[src/rtl/extx_pkg.sv]
package extx_pkg;
  typedef enum logic [1:0] {
    TX_IDLE  = 2'd0,
    TX_SHIFT = 2'd1,
    TX_LAST  = 2'd2
  } tx_state_e;
endpackage

[src/rtl/extx_edge_sync.sv]
module extx_edge_sync #(
  parameter int STAGES = 2
) (
  input  logic clk,
  input  logic rst_n,
  input  logic pin,
  output logic rise,
  output logic fall
);
  logic [STAGES-1:0] chain_q;
  logic [STAGES-1:0] chain_d;
  logic              prev_q;
  logic              lvl;

  assign lvl = chain_q[STAGES-1];

  generate
    if (STAGES == 1) begin : g_single
      assign chain_d = pin;
    end else begin : g_multi
      assign chain_d = {chain_q[STAGES-2:0], pin};
    end
  endgenerate

  // idle level of the external clock is high
  always_ff @(posedge clk or negedge rst_n) begin
    if (!rst_n) begin
      chain_q <= '1;
      prev_q  <= 1'b1;
    end else begin
      chain_q <= chain_d;
      prev_q  <= lvl;
    end
  end

  assign rise = lvl & ~prev_q;
  assign fall = ~lvl & prev_q;
endmodule

[src/rtl/extx_hold_reg.sv]
module extx_hold_reg #(
  parameter int DW = 8
) (
  input  logic          clk,
  input  logic          rst_n,
  input  logic          wr_en,
  input  logic [DW-1:0] wr_data,
  input  logic          take,
  output logic [DW-1:0] hold_data,
  output logic          full
);
  logic          full_d;
  logic [DW-1:0] data_d;

  // a write wins over a same-cycle take: the shifter gets the old byte
  always_comb begin
    full_d = full;
    data_d = hold_data;
    if (wr_en) begin
      full_d = 1'b1;
      data_d = wr_data;
    end else if (take) begin
      full_d = 1'b0;
    end
  end

  always_ff @(posedge clk or negedge rst_n) begin
    if (!rst_n) begin
      full      <= 1'b0;
      hold_data <= '0;
    end else begin
      full      <= full_d;
      hold_data <= data_d;
    end
  end
endmodule

[src/rtl/extx_shifter.sv]
module extx_shifter
  import extx_pkg::*;
#(
  parameter int DW = 8
) (
  input  logic          clk,
  input  logic          rst_n,
  input  logic          rise,
  input  logic          fall,
  input  logic          full,
  input  logic [DW-1:0] hold_data,
  output logic          take,
  output logic          txi,
  output logic          tx_out
);
  localparam int CW = (DW > 1) ? $clog2(DW) : 1;
  localparam logic [CW-1:0] LAST_IDX = CW'(DW - 1);

  tx_state_e     state_q, state_d;
  logic [DW-1:0] sh_q, sh_d;
  logic [CW-1:0] cnt_q, cnt_d;
  logic          tx_d;

  always_comb begin
    state_d = state_q;
    sh_d    = sh_q;
    cnt_d   = cnt_q;
    tx_d    = tx_out;
    take    = 1'b0;
    case (state_q)
      TX_IDLE: begin
        if (full) begin
          take    = 1'b1;
          sh_d    = hold_data;
          cnt_d   = '0;
          state_d = TX_SHIFT;
        end
      end
      TX_SHIFT: begin
        if (fall) begin
          tx_d = sh_q[0];
          sh_d = sh_q >> 1;
          if (cnt_q == LAST_IDX) state_d = TX_LAST;
          else                   cnt_d   = cnt_q + 1'b1;
        end
      end
      TX_LAST: begin
        // hand-off point: rising edge that closes the last bit
        if (rise) begin
          if (full) begin
            take    = 1'b1;
            sh_d    = hold_data;
            cnt_d   = '0;
            state_d = TX_SHIFT;
          end else begin
            state_d = TX_IDLE;
          end
        end
      end
      default: state_d = TX_IDLE;
    endcase
  end

  always_ff @(posedge clk or negedge rst_n) begin
    if (!rst_n) begin
      state_q <= TX_IDLE;
      sh_q    <= '0;
      cnt_q   <= '0;
      tx_out  <= 1'b1;
      txi     <= 1'b0;
    end else begin
      state_q <= state_d;
      sh_q    <= sh_d;
      cnt_q   <= cnt_d;
      tx_out  <= tx_d;
      txi     <= take;
    end
  end
endmodule

[src/rtl/extx_ser_tx.sv]
module extx_ser_tx #(
  parameter int DATA_W      = 8,
  parameter int SYNC_STAGES = 2
) (
  input  logic              clk,
  input  logic              rst_n,
  input  logic              wr_en,
  input  logic [DATA_W-1:0] wr_data,
  input  logic              ext_sclk,
  output logic              tx_out,
  output logic              buf_full,
  output logic              txi
);
  logic [1:0]        rst_pipe_q;
  logic              rst_int_n;
  logic              sclk_rise;
  logic              sclk_fall;
  logic              take;
  logic [DATA_W-1:0] hold_data;

  // asynchronous assert, synchronous release
  always_ff @(posedge clk or negedge rst_n) begin
    if (!rst_n) rst_pipe_q <= 2'b00;
    else        rst_pipe_q <= {rst_pipe_q[0], 1'b1};
  end
  assign rst_int_n = rst_pipe_q[1];

  extx_edge_sync #(.STAGES(SYNC_STAGES)) u_sync (
    .clk   (clk),
    .rst_n (rst_int_n),
    .pin   (ext_sclk),
    .rise  (sclk_rise),
    .fall  (sclk_fall)
  );

  extx_hold_reg #(.DW(DATA_W)) u_hold (
    .clk       (clk),
    .rst_n     (rst_int_n),
    .wr_en     (wr_en),
    .wr_data   (wr_data),
    .take      (take),
    .hold_data (hold_data),
    .full      (buf_full)
  );

  extx_shifter #(.DW(DATA_W)) u_shift (
    .clk       (clk),
    .rst_n     (rst_int_n),
    .rise      (sclk_rise),
    .fall      (sclk_fall),
    .full      (buf_full),
    .hold_data (hold_data),
    .take      (take),
    .txi       (txi),
    .tx_out    (tx_out)
  );
endmodule

[config.mk]
export PLATFORM = sky130hd
export DESIGN_NAME = extx_ser_tx
export DESIGN_NICKNAME = d
export VERILOG_FILES = /design/src/rtl/extx_pkg.sv /design/src/rtl/extx_edge_sync.sv /design/src/rtl/extx_hold_reg.sv /design/src/rtl/extx_shifter.sv /design/src/rtl/extx_ser_tx.sv
export SDC_FILE = /design/constraint.sdc
export NUM_CORES = 1
export LEC_CHECK = 0
export BUFFER_PORTS_ARGS = -buffer_cell sky130_fd_sc_hd__buf_2
export CORE_MARGIN = 3
export CORE_UTILIZATION = 45
export DETAILED_ROUTE_END_ITERATION = 12
export PLACE_DENSITY = 0.73
export RECOVER_POWER = 25
export SYNTH_ARGS = -nofsm -noshare
export SYNTH_HDL_FRONTEND = slang
export SYNTH_HIERARCHICAL = 1
export SYNTH_SLANG_ARGS = --single-unit
export TNS_END_PERCENT = 5
[constraint.sdc]
create_clock -name clk -period 1 [get_ports clk]
set_input_delay 0.2 -clock clk [delete_from_list [all_inputs] [get_ports clk]]
set_output_delay 0.2 -clock clk [all_outputs]
set_load 0.03 [all_outputs]
After elaboration in Yosys (flattened, before gate mapping):

Index checks and enable logic that the tools add are counted.

* flip-flop bits (word level): 29
* input bits: 12
* bits in writable memories: 0
* ROM bits: 0
* latch bits: 0
* output and inout bits: 3
* memories kept: 0

* add/sub/neg operators: 1
* $mul: 0
* $lt $le $gt $ge: 0
* divide/modulo/power cells: 0
* reductions and logical operators: 7
* bitwise logic cells: 4
* eq/ne operators: 8
* mux-type cells: 20
* shift-type cells: 0

Operators by type and width (count)
* two-way mux 8 bit: 3
* case mux 8 bit (3 select lines): 1
* two-way mux 3 bit: 4
* case mux 3 bit (3 select lines): 1
* two-way mux 2 bit: 4
* AND reduction 4 bit: 2
* != test 2 bit (second input constant): 3
* case mux 2 bit (3 select lines): 1
* two-way mux 1 bit: 5
* != test 2 x 1 -> 1 bit (second input constant): 2
* adder 3 x 1 -> 3 bit (second input constant): 1
* == test 3 bit (second input constant): 1
* AND reduction 3 bit: 1
* nonzero test 3 bit: 1
* AND 1 bit: 2
* == test 2 x 1 -> 1 bit (second input constant): 1
* == test 2 bit (second input constant): 1
* logical NOT 2 bit: 1
* NOT 1 bit: 2
* case mux 1 bit (2 select lines): 1
* AND reduction 2 bit: 1
* nonzero test 2 bit: 1

Logic depth before layout (Yosys ltp):

* depth after elaboration: 6
* depth in mapped cells: 5
* mapped depth without buffers: 5

Modules after synthesis:

The synthesis kept the hierarchy.

Modules (own cells, without submodules)
* extx_shifter: sequential area each 376.6 µm², times used 1, area an instance 763.2 µm², cells each 60
* extx_hold_reg: sequential area each 225.2 µm², times used 1, area an instance 369.1 µm², cells each 20
* extx_edge_sync: sequential area each 78.8 µm², times used 1, area an instance 93.8 µm², cells each 5
* extx_ser_tx: sequential area each 50.0 µm², times used 1, area an instance 53.8 µm², cells each 3

Worst setup path before layout:

Ideal clock, no wire load.

* kind: flip-flop to flip-flop
* start point: register u_sync.prev_q
* end point: register u_shift.sh_q[0]
* clock period less this slack: 1.539 ns
* setup slack: -0.539 ns
* cell stages (with the launch flop): 5
* setup time: 0.125 ns
* arrival: 1.415 ns
* buffers on the path: 0
* cell sequence: dfstp_2 and2b_2 mux2i_1 o21ai_2 mux2_2

RTL lines
* from (decl): RTL line extx_edge_sync.sv:12 `logic prev_q;`
* from (signal assigned): RTL line extx_edge_sync.sv:32 `prev_q <= lvl;`
* AND 1 bit: RTL line extx_edge_sync.sv:37 `assign fall = ~lvl & prev_q;`
* net sclk_fall: RTL line extx_ser_tx.sv:17 `logic sclk_fall;`
* != test 2 bit (no source line)
* AND reduction 3 bit (no source line)
* to (signal assigned): RTL line extx_shifter.sv:67 `sh_q <= '0;`
* to (signal assigned): RTL line extx_shifter.sv:73 `sh_q <= sh_d;`
* to (decl): RTL line extx_shifter.sv:20 `logic [DW-1:0] sh_q, sh_d;`

The timed path passes the listed nets, and every way through them passes these cells.
A chain may end at the register's enable or synchronous reset.

Worst setup path after layout:

* start point: register u_sync.chain_q[1]
* end point: register u_shift.sh_q[4]

* word-level cells in the longest chain between the ends: 4

RTL lines
* from (decl): RTL line extx_edge_sync.sv:10 `logic [STAGES-1:0] chain_q;`
* from (signal assigned): RTL line extx_edge_sync.sv:31 `chain_q <= chain_d;`
* NOT 1 bit: RTL line extx_edge_sync.sv:37
* AND 1 bit: RTL line extx_edge_sync.sv:37
* net sclk_fall: RTL line extx_ser_tx.sv:17
* != test 2 bit (no source line)
* AND reduction 3 bit (no source line)

The timed path passes the listed nets, and every way through them passes these cells.

==> impl_results.md <==
- Area delta synth->final: 28.8%
- Status: finished with violations
- Slowest CP cell: dfstp_2
- Avg WL per Cell: 15.0 microns
- Peak supply drop: 1.57 mV
- WP data required: 1210 ps
- Crit path cell chain: and2b_2 > mux2i_4 > o21ai_4 > buf_6 > mux2_4
- Crit-path max FO: 6
- Routability cong.: 0.851
- Worst Skew: 4.49 ps
- Dominant synthesized flop cell: dfrtp_1
- Die ar.: 3520 sq um
- Post-Route WL: 2.29 mm
- Synth Cell Area: 1280 sq um
- FP Rows: 18
- Post-route clock period utilization: 158%
- Sequential share of the synthesized area: 57.1%
- Worst-path clk slew: 80 ps
- Beginning of the critical path: u_sync/chain_q[1]$_DFF_PN1_
- CTS Buffer Depth: 2
- Detail Route Antenna Nets: 0
- Slew HR: 55.9%
- Met2 WL post-DR: 1.18 mm
- NumNets Final: 137
- CP endpoint kind: flop
- Syn_area_per_cell: 14.5 sq um
- Most common cell in the synthesized netlist: dfrtp_1
- All-Layer GR Usage: 15.8%
- Post-place setup slack: -623 ps
- RSZ-0062 raised after global routing: yes
- CP max stage delay: 550 ps
- Power density over the cells: 2470 nW/um^2
- Cells after Synth: 88
- Die X: 59.3 microns
- Initial core utilization: 49.4%
- CTS Sinks: 29
- Fin crit period: 1580 ps
- Layout cell share with drive strength beyond 1: 59.3%
- M1 WL: 967 microns
- Ports: 15
- CTS HTree Levels: 2
- Final hold violations: 0
- Main area contributors after synthesis: dfrtp_1, mux2_2, mux2_4
- Critical R2R Launch: u_sync/chain_q[1]$_DFF_PN1_
- Largest delay share family, worst path: flip-flops
- Global-route wire length before repair: 3.96 mm
- Vert. Die Dim: 59.3 microns
- Unique cell type count in the Yosys netlist: 24
- Fmax: 0.632 GHz
- Max-cap violation count: 0
- Final WS setup: -583 ps
- Max Slew Vio Count: 0
- Final instance area: 1650 sq um
- Least-Margin Pin Slew: 661 ps
- CP Data Arrival Time: 1790 ps
- Synth top area share: 48.9%
- Leakage: 0.798 nW
- Drt initial violations: 13
- Post-synth EDFFs: 0
- Reg2reg setup slack: -580 ps
- Failing checks: setup timing
- Initial antenna violation count: 0
- Leading area contributor after synthesis: dfrtp_1
- Worst hold slack: 105 ps
- Cts bufs inserted: 5
- Placed Area: 1470 sq um
- Post-synthesis async set-or-reset flop share: 100%
- Vias in the first global route: 880
- Crit start category: flop
- Clock latency at the later pin of the worst-skew pair: 320 ps
- Met3 wire len: 107 microns
- PortBufs: 14
- Critical path buffer and inverter count: 1
- # diodes: 0
- Setup CP Type: flop to flop
- HP Class: primary input to flop
- Synthesized Nets: 102
- Hpwl dp: 1.51 mm
- TritonCTS clock tree: done
- Top sig layer: met4
- TritonRoute pass-1 iters: 4
- Core ar.: 2590 sq um
- Synth warn: 6
- Synthesized flop and latch total: 29
- Pin count of the biggest net entering global routing: 28
- DRC: 0
- Root Buffer Master: clkbuf_4
- Vias: 788
- Via density: 5.15
- Hold Startpoint: wr_data[2]
- Grt ovf: 0
- Most common library cells after synthesis: dfrtp_1, mux2_2, mux2_4
- Final setup violation count: 19
==> cell families (layout without fill, tap and decap cells) <==
logic type                 count (synthesis)  in the layout  synth area share [%]
AOI/OAI and AO/OA                          7              7                  3.62
adders and majority gates                  2              2                  1.95
buffers and inverters                      4             39                  2.35
DFF                                       29             29                  57.1
muxes                                     28             28                  26.6
other                                      1              1                 0.293
and+or+nand+nor                           17             17                  8.11
==> power by group <==
part           leakage [nW]  switching (mW)  internal (mW)
registers             0.344           0.208           1.50
clock network        0.0314           0.365          0.331
logic                 0.422           0.635           1.03
==> layout by cell type, fill, tap and decap left out, types with 2 or more instances in the layout <==
master,netlist,routed
dfrtp_1,25,23
dfstp_2,4,4
dfrtp_2,0,2
clkbuf_1,0,2
buf_2,0,10
mux2_4,8,16
dlygate4sd3_1,0,2
a21oi_2,0,2
nand3b_1,2,2
mux2_2,16,8
nand2_1,7,7
inv_1,2,2
clkbuf_4,0,5
buf_4,0,10
mux2i_1,4,3
buf_6,2,6
or2b_1,2,2
==> repair_timing <==
item,CTS,global route
endpoints found under the setup margin,19,19
pin swaps,2,2
resized for setup,10,19
buffers inserted,0,2
hold endpoints to repair,3,0
hold buffers,2,0
==> state kept, by name, indices dropped and copies added, names as in the netlist <==
name	count
u_shift/txi	1
rst_pipe_q	2
u_sync/chain_q	2
u_hold/hold_data	8
u_shift/cnt_q	3
u_shift/state_q	2
u_hold/full	1
u_shift/sh_q	8
u_shift/tx_out	1
u_sync/prev_q	1
==> through the flow <==
step / util [%] / instances / power, mW / setup TNS (ps)
after floorplan: - / 88 / 2.62 / -6300
after global routing: 63.7 / 153 / 4.35 / -8780
after detailed placement: 56.7 / 142 / 3.00 / -7540
after CTS: 61.2 / 151 / 3.83 / -7430
final: 63.7 / 153 / 4.07 / -7580
after global placement: 56.7 / 142 / 2.91 / -6970
==> metal layers <==
metal	vias up	GRT usage [%]
met5	-	0
met4	0	5.83
met1	397	18.3
li1	370	-
met2	14	26.1
met3	7	6.54
==> path summary, 6_finish.rpt <==
kind,cells after the start,end
worst max-delay path,5,u_shift/sh_q[4]$_DFFE_PN0P_
worst min-delay path,2,u_hold/hold_data[2]$_DFFE_PN0P_
worst max register to register,5,u_shift/sh_q[4]$_DFFE_PN0P_
worst min register to register,0,u_sync/chain_q[1]$_DFF_PN1_
max in group asynchronous,1,u_shift/state_q[0]$_DFFE_PN0P_
min in group asynchronous,2,rst_pipe_q[0]$_DFF_PN0_
==> layout make-up <==
cell class,count,area (sq um)
Fill cell,209,941
Tap cell,30,37.5
Sequential cell,29,733
Clock buffer,7,55.1
Timing Repair Buffer,30,221
Multi-Input combinational cell,55,594
Inverter,2,7.51
No activity file was read; power rests on OpenSTA's default activity.
